===== config.mk =====
export PLATFORM = sky130hd
export DESIGN_NAME = cfg_hdr_inspector
export DESIGN_NICKNAME = d
export VERILOG_FILES = /design/src/rtl/cfg_hdr_pkg.sv /design/src/rtl/cfg_hdr_tracker.sv /design/src/rtl/cfg_hdr_image.sv /design/src/rtl/cfg_hdr_inspector.sv
export SDC_FILE = /design/constraint.sdc
export NUM_CORES = 1
export LEC_CHECK = 0
export ABC_AREA = 1
export ABC_CLOCK_PERIOD_IN_PS = 2040
export BUFFER_PORTS_ARGS = -buffer_cell sky130_fd_sc_hd__clkbuf_2
export CAP_MARGIN = 0
export CORE_MARGIN = 2
export CORE_UTILIZATION = 30
export CTS_BUF_LIST = sky130_fd_sc_hd__clkbuf_4
export DETAILED_ROUTE_END_ITERATION = 7
export PLACE_DENSITY = 0.5
export SLEW_MARGIN = 5
export SYNTH_ARGS = -nofsm -noshare
export SYNTH_HDL_FRONTEND = slang
export SYNTH_SLANG_ARGS = --single-unit
export TNS_END_PERCENT = 30

===== constraint.sdc =====
create_clock -name clk -period 2.04 [get_ports clk]
set_input_delay 0.204 -clock clk [delete_from_list [all_inputs] [get_ports clk]]
set_output_delay 0.204 -clock clk [all_outputs]
set_load 0.03 [all_outputs]

===== src/rtl/cfg_hdr_pkg.sv =====
package cfg_hdr_pkg;

  typedef enum logic [1:0] {
    SECT_NONE   = 2'd0,
    SECT_PERIPH = 2'd1,
    SECT_CORE   = 2'd2
  } sect_e;

  typedef enum logic [1:0] {
    SECU_INVALID = 2'd0,
    SECU_PLAIN   = 2'd1,
    SECU_CIPHER  = 2'd2
  } secu_e;

  typedef enum logic [1:0] {
    RATIO_X1 = 2'd0,
    RATIO_X2 = 2'd1,
    RATIO_X4 = 2'd2,
    RATIO_X8 = 2'd3
  } ratio_e;

  typedef enum logic [1:0] {
    TRK_IDLE = 2'd0,
    TRK_RUN  = 2'd1,
    TRK_FIN  = 2'd2
  } trk_state_e;

  // Header flag bit positions inside their words
  localparam int ENC_FIELD_LSB = 2;
  localparam int CMP_FIELD_BIT = 1;

  // A 32-bit port doubles every non-unity ratio, i.e. one step up in code
  function automatic ratio_e pick_ratio(input logic enc, input logic cmp,
                                        input logic wide);
    ratio_e base;
    if (!enc && !cmp) return RATIO_X1;
    base = cmp ? RATIO_X4 : RATIO_X2;
    return wide ? ratio_e'(base + 2'd1) : base;
  endfunction

endpackage


===== src/rtl/cfg_hdr_tracker.sv =====
module cfg_hdr_tracker
  import cfg_hdr_pkg::*;
#(
  parameter int LAST_IDX = 229,
  parameter int CNT_W    = $clog2(LAST_IDX + 1)
) (
  input  logic             clk,
  input  logic             rst_n,
  input  logic             start_i,
  input  logic             beat_i,
  input  logic             last_i,
  output logic             take_o,
  output logic [CNT_W-1:0] idx_o,
  output logic             fin_ok_o,
  output logic             fin_err_o
);

  trk_state_e       state_q;
  logic [CNT_W-1:0] cnt_q;
  logic             at_end;

  assign at_end = (cnt_q == CNT_W'(LAST_IDX));
  assign take_o = (state_q == TRK_RUN) && beat_i && !start_i;
  assign idx_o  = cnt_q;

  always_ff @(posedge clk) begin
    if (!rst_n) begin
      state_q   <= TRK_IDLE;
      cnt_q     <= '0;
      fin_ok_o  <= 1'b0;
      fin_err_o <= 1'b0;
    end else begin
      fin_ok_o  <= 1'b0;
      fin_err_o <= 1'b0;
      if (start_i) begin
        state_q <= TRK_RUN;
        cnt_q   <= '0;
      end else if (take_o) begin
        if (at_end) begin
          state_q  <= TRK_FIN;
          fin_ok_o <= 1'b1;
        end else if (last_i) begin
          state_q   <= TRK_FIN;
          fin_err_o <= 1'b1;
        end else begin
          cnt_q <= cnt_q + CNT_W'(1);
        end
      end
    end
  end

  AST_IDX_BOUND: assert property (@(posedge clk) disable iff (!rst_n)
    idx_o <= CNT_W'(LAST_IDX));

  AST_FIN_EXCLUSIVE: assert property (@(posedge clk) disable iff (!rst_n)
    !(fin_ok_o && fin_err_o));

  AST_NO_COUNT_AFTER_FIN: assert property (@(posedge clk) disable iff (!rst_n)
    (state_q == TRK_FIN && !start_i) |=> $stable(cnt_q));

endmodule


===== src/rtl/cfg_hdr_image.sv =====
module cfg_hdr_image
  import cfg_hdr_pkg::*;
#(
  parameter int DATA_W  = 32,
  parameter int ENC_IDX = 69,
  parameter int CMP_IDX = 229,
  parameter int CNT_W   = $clog2(CMP_IDX + 1),
  parameter logic [DATA_W/2-1:0] MAGIC_PLAIN    = 16'hA5C3,
  parameter logic [DATA_W/2-1:0] MAGIC_CIPHER   = 16'h5A3C,
  parameter logic [DATA_W/2-1:0] SECT_ID_PERIPH = 16'h0F01,
  parameter logic [DATA_W/2-1:0] SECT_ID_CORE   = 16'h0F02
) (
  input  logic              clk,
  input  logic              rst_n,
  input  logic              take_i,
  input  logic [CNT_W-1:0]  idx_i,
  input  logic [DATA_W-1:0] data_i,
  output logic              enc_o,
  output logic              cmp_o,
  output sect_e             sect_o,
  output secu_e             secu_o
);

  localparam int HW = DATA_W / 2;

  logic [DATA_W-1:0] w0_q, w1_q;
  logic [HW-1:0]     lo0, hi0, lo1, hi1, sid;
  logic              hit;

  always_ff @(posedge clk) begin
    if (!rst_n) begin
      w0_q  <= '0;
      w1_q  <= '0;
      enc_o <= 1'b0;
      cmp_o <= 1'b0;
    end else if (take_i) begin
      if (idx_i == CNT_W'(0)) w0_q <= data_i;
      if (idx_i == CNT_W'(1)) w1_q <= data_i;
      if (idx_i == CNT_W'(ENC_IDX))
        enc_o <= |data_i[ENC_FIELD_LSB +: 2];
      if (idx_i == CNT_W'(CMP_IDX))
        cmp_o <= ~data_i[CMP_FIELD_BIT];
    end
  end

  assign lo0 = w0_q[HW-1:0];
  assign hi0 = w0_q[DATA_W-1:HW];
  assign lo1 = w1_q[HW-1:0];
  assign hi1 = w1_q[DATA_W-1:HW];

  always_comb begin
    secu_o = SECU_INVALID;
    sid    = '0;
    hit    = 1'b0;
    if (lo0 == MAGIC_PLAIN) begin
      secu_o = SECU_PLAIN;  sid = hi0; hit = 1'b1;
    end else if (lo0 == MAGIC_CIPHER) begin
      secu_o = SECU_CIPHER; sid = hi0; hit = 1'b1;
    end else if (lo1 == MAGIC_PLAIN) begin
      secu_o = SECU_PLAIN;  sid = hi1; hit = 1'b1;
    end else if (lo1 == MAGIC_CIPHER) begin
      secu_o = SECU_CIPHER; sid = hi1; hit = 1'b1;
    end
    sect_o = SECT_NONE;
    if (hit && sid == SECT_ID_PERIPH)    sect_o = SECT_PERIPH;
    else if (hit && sid == SECT_ID_CORE) sect_o = SECT_CORE;
  end

  AST_SECT_NEEDS_MAGIC: assert property (@(posedge clk) disable iff (!rst_n)
    (secu_o == SECU_INVALID) |-> (sect_o == SECT_NONE));

endmodule


===== src/rtl/cfg_hdr_inspector.sv =====
module cfg_hdr_inspector
  import cfg_hdr_pkg::*;
#(
  parameter int DATA_W  = 32,
  parameter int ENC_IDX = 69,
  parameter int CMP_IDX = 229,
  parameter logic [DATA_W/2-1:0] MAGIC_PLAIN    = 16'hA5C3,
  parameter logic [DATA_W/2-1:0] MAGIC_CIPHER   = 16'h5A3C,
  parameter logic [DATA_W/2-1:0] SECT_ID_PERIPH = 16'h0F01,
  parameter logic [DATA_W/2-1:0] SECT_ID_CORE   = 16'h0F02
) (
  input  logic              clk,
  input  logic              rst_n,
  input  logic              start_i,
  input  logic              width32_i,
  input  logic              s_valid,
  output logic              s_ready,
  input  logic [DATA_W-1:0] s_data,
  input  logic              s_last,
  output logic              encrypted_o,
  output logic              compressed_o,
  output logic [1:0]        section_o,
  output logic [1:0]        security_o,
  output logic [1:0]        ratio_o,
  output logic              done_o,
  output logic              error_o
);

  localparam int CNT_W = $clog2(CMP_IDX + 1);

  logic             take, fin_ok, fin_err, wide_q;
  logic [CNT_W-1:0] idx;
  logic             enc_raw, cmp_raw;
  sect_e            sect_raw;
  secu_e            secu_raw;

  // Observer only: never stalls the stream
  assign s_ready = 1'b1;

  cfg_hdr_tracker #(.LAST_IDX(CMP_IDX), .CNT_W(CNT_W)) u_trk (
    .clk(clk), .rst_n(rst_n), .start_i(start_i),
    .beat_i(s_valid && s_ready), .last_i(s_last),
    .take_o(take), .idx_o(idx), .fin_ok_o(fin_ok), .fin_err_o(fin_err)
  );

  cfg_hdr_image #(
    .DATA_W(DATA_W), .ENC_IDX(ENC_IDX), .CMP_IDX(CMP_IDX), .CNT_W(CNT_W),
    .MAGIC_PLAIN(MAGIC_PLAIN), .MAGIC_CIPHER(MAGIC_CIPHER),
    .SECT_ID_PERIPH(SECT_ID_PERIPH), .SECT_ID_CORE(SECT_ID_CORE)
  ) u_img (
    .clk(clk), .rst_n(rst_n), .take_i(take), .idx_i(idx), .data_i(s_data),
    .enc_o(enc_raw), .cmp_o(cmp_raw), .sect_o(sect_raw), .secu_o(secu_raw)
  );

  always_ff @(posedge clk) begin
    if (!rst_n || start_i) begin
      encrypted_o  <= 1'b0;
      compressed_o <= 1'b0;
      section_o    <= SECT_NONE;
      security_o   <= SECU_INVALID;
      ratio_o      <= RATIO_X1;
      done_o       <= 1'b0;
      error_o      <= 1'b0;
      wide_q       <= rst_n ? width32_i : 1'b0;
    end else if (fin_ok) begin
      encrypted_o  <= enc_raw;
      compressed_o <= cmp_raw;
      section_o    <= sect_raw;
      security_o   <= secu_raw;
      ratio_o      <= pick_ratio(enc_raw, cmp_raw, wide_q);
      done_o       <= 1'b1;
    end else if (fin_err) begin
      done_o  <= 1'b1;
      error_o <= 1'b1;
    end
  end

  AST_RESULTS_HELD: assert property (@(posedge clk) disable iff (!rst_n)
    (done_o && !start_i) |=> (done_o && $stable(ratio_o) && $stable(section_o)
      && $stable(security_o) && $stable(encrypted_o) && $stable(compressed_o)
      && $stable(error_o)));

  AST_START_CLEARS: assert property (@(posedge clk) disable iff (!rst_n)
    start_i |=> (!done_o && !error_o && ratio_o == 2'd0));

  AST_ERROR_NO_RATIO: assert property (@(posedge clk) disable iff (!rst_n)
    error_o |-> (done_o && ratio_o == 2'd0 && security_o == 2'd0));

  AST_PLAIN_IS_X1: assert property (@(posedge clk) disable iff (!rst_n)
    (done_o && !encrypted_o && !compressed_o) |-> (ratio_o == 2'd0));

  AST_COMPRESSED_AT_LEAST_X4: assert property (@(posedge clk) disable iff (!rst_n)
    (done_o && compressed_o) |-> (ratio_o >= 2'd2));

endmodule


### Word-level counts from Yosys, hierarchy flattened

Cells that the tools add are included.
Widths: inputs -> output; s select.

| storage, ports and cells | value |
|---|---|
| bits in registers | 89 |
| input bits | 38 |
| output and inout bits | 11 |

| operators by class | value |
|---|---|
| $add $sub $neg | 2 |
| equality and inequality tests | 10 |
| mux-type cells | 29 |
| bitwise logic cells | 6 |
| reduce and logical (&&, ||, !) cells | 27 |

Operator list:

| cell | number |
|---|---|
| $mux 16 | 4 |
| $eq 16x12->1 const B | 2 |
| $eq 16x15->1 const B | 2 |
| $eq 16x16->1 const B | 2 |
| $mux 2 | 12 |
| $reduce_and 2->1 | 7 |
| $mux 1 | 13 |
| $add 8x1->8 const B | 1 |
| $eq 8x1->1 const B | 1 |
| $eq 8x7->1 const B | 1 |
| $eq 8x8->1 const B | 1 |
| $logic_not 8->1 | 1 |
| $not 1->1 | 6 |
| $reduce_bool 2->1 | 3 |
| $logic_and 1x1->1 | 5 |
| $logic_not 1->1 | 4 |
| $reduce_or 2->1 | 2 |
| $reduce_or 4->1 | 1 |
| $reduce_and 3->1 | 1 |
| $reduce_bool 3->1 | 1 |
| $reduce_or 3->1 | 1 |
| $add 2x1->2 const B | 1 |
| $eq 2x1->1 const B | 1 |
| $logic_or 1x1->1 | 1 |

### Logic depth before layout (Yosys ltp)

| depth | value |
|---|---|
| word-level depth | 9 |
| gate-level depth with buffers | 14 |
| mapped depth without buffers | 14 |

### By module

A second synthesis with hierarchy kept.

| second synthesis, totals | value |
|---|---|
| cell total of the unflattened synthesis | 564 |
| area, all modules | 4000.1 sq um |

By module, submodules not included:

| module | times used | cells each | area an instance (sq um) | seq. area each (sq um) |
|---|---|---|---|---|
| cfg_hdr_image | 1 | 418 | 2857.7 | 1321.3 |
| cfg_hdr_tracker | 1 | 89 | 638.1 | 240.2 |
| cfg_hdr_inspector | 1 | 57 | 504.2 | 230.2 |

### Least setup slack after synthesis

No wires, ideal clock.

| timing path | value |
|---|---|
| path kind | register to register |
| from | reg u_trk.cnt_q[1] (netlist: u_trk.idx_o[1]) |
| to | reg u_trk.cnt_q[6] (netlist: u_trk.idx_o[6]) |
| setup time | 0.114 ns |
| arrival | 1.353 ns |
| data required time | 1.926 ns |
| setup slack | 0.574 ns |
| cell stages (with the launch flop) | 13 |
| clock period less this slack | 1.466 ns |
| path through | dfxtp_1 > inv_1 > ha_1 > nand3_2 > nor2_2 > nor2_4 > nand2_4 > nor3_4 > nand2_1 > nor2_2 > nand2_1 > nand2_1 > nor2_1 |

| on the way | value |
|---|---|
| cells in the longest elaborated chain, start to end | 3 |
| elaborated cells between the ends (all ways) | 4 |

Ends and longest elaborated chain:

| element | RTL line | RTL |
|---|---|---|
| from (decl) | cfg_hdr_tracker.sv:19 | `logic [CNT_W-1:0] cnt_q;` |
| from (signal assigned) | cfg_hdr_tracker.sv:46 | `cnt_q <= cnt_q + CNT_W'(1);` |
| branches (longest 3 deep; another with $add 8x1->8) | - |  |

Several ways; the timed one is not identified.
A chain may end at the register's enable or synchronous reset.

### Worst setup path after layout

| timing path | value |
|---|---|
| from | reg u_trk.cnt_q[1] (netlist: u_trk.idx_o[1]) |
| to | reg u_img.w1_q[5] |

| on the way | value |
|---|---|
| cells in the longest elaborated chain, start to end | 2 |

Ends and longest elaborated chain:

| element | RTL line | RTL |
|---|---|---|
| $eq 8x1->1 | cfg_hdr_image.sv:38 | `if (idx_i == CNT_W'(1)) w1_q <= data_i;` |
| $reduce_and 2->1 (no source line) | - |  |
| to (signal assigned) | cfg_hdr_image.sv:38 |  |
| to (decl) | cfg_hdr_image.sv:26 | `logic [DATA_W-1:0] w0_q, w1_q;` |

Every way passes these cells.

==> metrics <==
status finished clean; initial core utilization 30.9%; PortBufs 47; Antenna Cells 0; Max Cap Viol 0; Yosys reg bits 89; post-CTS setup buffers 0; Final ANT Viol Nets 0; RePlAce Congestion 0.767; register area share after synthesis 45.7%; Layout Cells excl Fill 804; post-route cell area 4770 sq um; number of global-route vias before repair 3553; Peak VDD IR 0.000234 V; Mapped Area 3920 sq um; Fmax 0.549 GHz; Synth top area share 44.9%; placed insts 760; Post-synth EDFFs 1; mean post-synth cell area 7.04 sq um; CTS clk-pin slew, worst paths 0.13 ns; Die W 118 um; Post-Syn Instances 557; largest net degree at the start of global routing 69; Vias 3575; # DRC 0; syn_nets 599; DR WL/cell 11.9 um; fin. max-slew vios 0; worst slew pin tran 0.574 ns; ys async rst share 0%; via/cell ratio 4.45; most frequent CP cell inv_1; WP data required 2.41 ns; CP Class reg -> reg; CP max-delay cell dfxtp_1; Static Leakage 1.94 nW; CP endpoint kind flip-flop; CP delay by family, top simple AND/OR/NAND/NOR gates; Clock Sinks 89; footprint of the multi-input gates 1770 sq um; setup violators final 0; Final TNS setup 0 ns; DR pass1 iterations 5; Hold WC Path Type in -> reg; initial antenna violation count 0; Metal-1 WL 4660 um; Area Overhead vs Synth 21.8%; synth top area cells dfxtp_1 45%, nor2_1 12%, o21ai_0 9.8%; I/O pin total 49; crit-path max FO 37; DP HPWL 6910 um; Synth area leader dfxtp_1; Arrival @ worst endpoint 2.19 ns; Cell variety after synth 35; row cnt 41; Final Hold Viols 0; DR top layer met4; Worst slew margin 61.7%; Max clock buf depth 2; grt total ovfl 0; CP startpoint kind flip-flop; # H-tree levels 3; clk_lat worst skew 0.47 ns; Total GRT Usage 14.6%; die outline height 118 um; routed wl met2 4470 um; share of layout cells above drive strength 1 12.8%; fin crit share 89.2%; Top FF cell, synth dfxtp_1; Cell Area, Placed 4320 sq um; 1st-iter DRT viols 157; fin nets 669; pwr/cell area 666 nW/um^2; CP max stage delay 0.34 ns; fin crit period 1.82 ns; root buffer cell clkbuf_4; crit-path cells inv_1 > ha_1 > inv_1 > nor4_4 > nand2_8 > buf_4 > o21ai_0 > nor2_1; Syn. warnings 0; CTS tree done; core area 12700 sq um; first-pass GRT wire length 16400 um; routed wire length on met3 269 um; DRT Wirelength 9570 um; Sequential Area 1790 sq um; Inserted Clock Buffers 9; RSZ-0062 raised after global routing false; Die ar. 14000 sq um; fillers 1360; Final Core Density 37.7%; Max Clock Skew 0.0165 ns; Worst Path Buf+Inv 3
==> cells by family after synthesis <==
kind of cell    synth area share (%)
flops                           45.7
buf+inv                         9.29
other cells                   0.0957
fa+ha+maj                       1.28
simple gates                    26.6
compound gates                  17.1
==> per-layer routing <==
layer  vias to the layer above  GRT usage (%)
met5                         -              0
met4                         0           5.87
met3                        14           3.09
met2                        39           25.0
met1                      1606           17.8
li1                       1916              -
==> stage by stage <==
step | worst slack, ns | power (mW) | hold slack (ns)
after floorplan | 0.574 | 1.95 | 0.346
after global placement | 0.284 | 2.03 | 0.442
after detailed placement | 0.225 | 2.03 | 0.450
after CTS | 0.210 | 3.23 | 0.00197
after global routing | 0.00372 | 3.33 | 0.0230
final | 0.219 | 3.18 | 0.0261
==> sequential cells by signal, summed over array words and instances, names as in the netlist, 2 cells and up <==
name	cells
u_img.w0_q	32
u_img.w1_q	32
u_trk.idx_o	8
ratio_o	2
section_o	2
security_o	2
u_trk.state_q	2
==> worst min-delay path, stage by stage <==
cell,delay [ns]
clkbuf_2,0.10
o21ai_0,0.08
nor2_1,0.08
==> final timing paths <==
kind             startpoint              to  slack [ns]  depth (start not counted)
min reg2reg  u_img.w0_q[28]  u_img.w0_q[28]        0.47                          2
min               s_data[5]   u_img.w0_q[5]        0.03                          3
max          u_trk.idx_o[1]   u_img.w1_q[5]        0.22                          8
max reg2reg  u_trk.idx_o[1]   u_img.w1_q[5]        0.22                          8
==> final cells by class <==
class	instances	share of cell area (%)
Sequential cell	89	37.5
Multi-Input combinational cell	379	37.1
Timing Repair Buffer	81	12.0
Inverter	67	5.37
Tap cell	172	4.51
Clock inverter	6	1.89
Clock buffer	10	1.57
==> cell usage in the layout, fill, tap and decap left out, types with 2 or more instances in the layout <==
cell type      count
buf_4              5
clkbuf_2          47
nand2_1           77
o21ai_1            4
o21ai_0           77
clkbuf_4          10
ha_1               4
nor2_2             3
inv_1             65
a21oi_1           45
nor3_1             8
dlygate4sd3_1     28
o21bai_1           2
nand3_1           14
dfxtp_1           88
inv_6              3
nor2_1           123
bufinv_16          2
nand4_1            8
==> synthesized netlist by cell type (2+ instances only) <==
cell type	number
nand4_1	8
nor3_1	8
ha_1	4
nand3_1	14
nor2_1	123
clkbuf_1	11
a21oi_1	45
buf_1	2
inv_1	65
clkbuf_2	2
o21bai_1	2
o21ai_1	4
buf_2	2
o21ai_0	77
buf_4	4
nand2_4	2
dfxtp_1	88
nor2_2	3
nand2_1	77
==> power by group <==
group | total, mW | internal [mW] | switching [mW]
combinational | 0.242 | 0.111 | 0.131
clock | 1.15 | 0.517 | 0.630
sequential | 1.79 | 1.78 | 0.0181
==> repair_timing <==
item | CTS | global route
setup endpoints to repair | 0 | 2
hold buffers | 28 | 0
gates resized for setup | 0 | 2
endpoints found under the hold margin | 36 | 0
No activity file was read; power rests on OpenSTA's default activity.
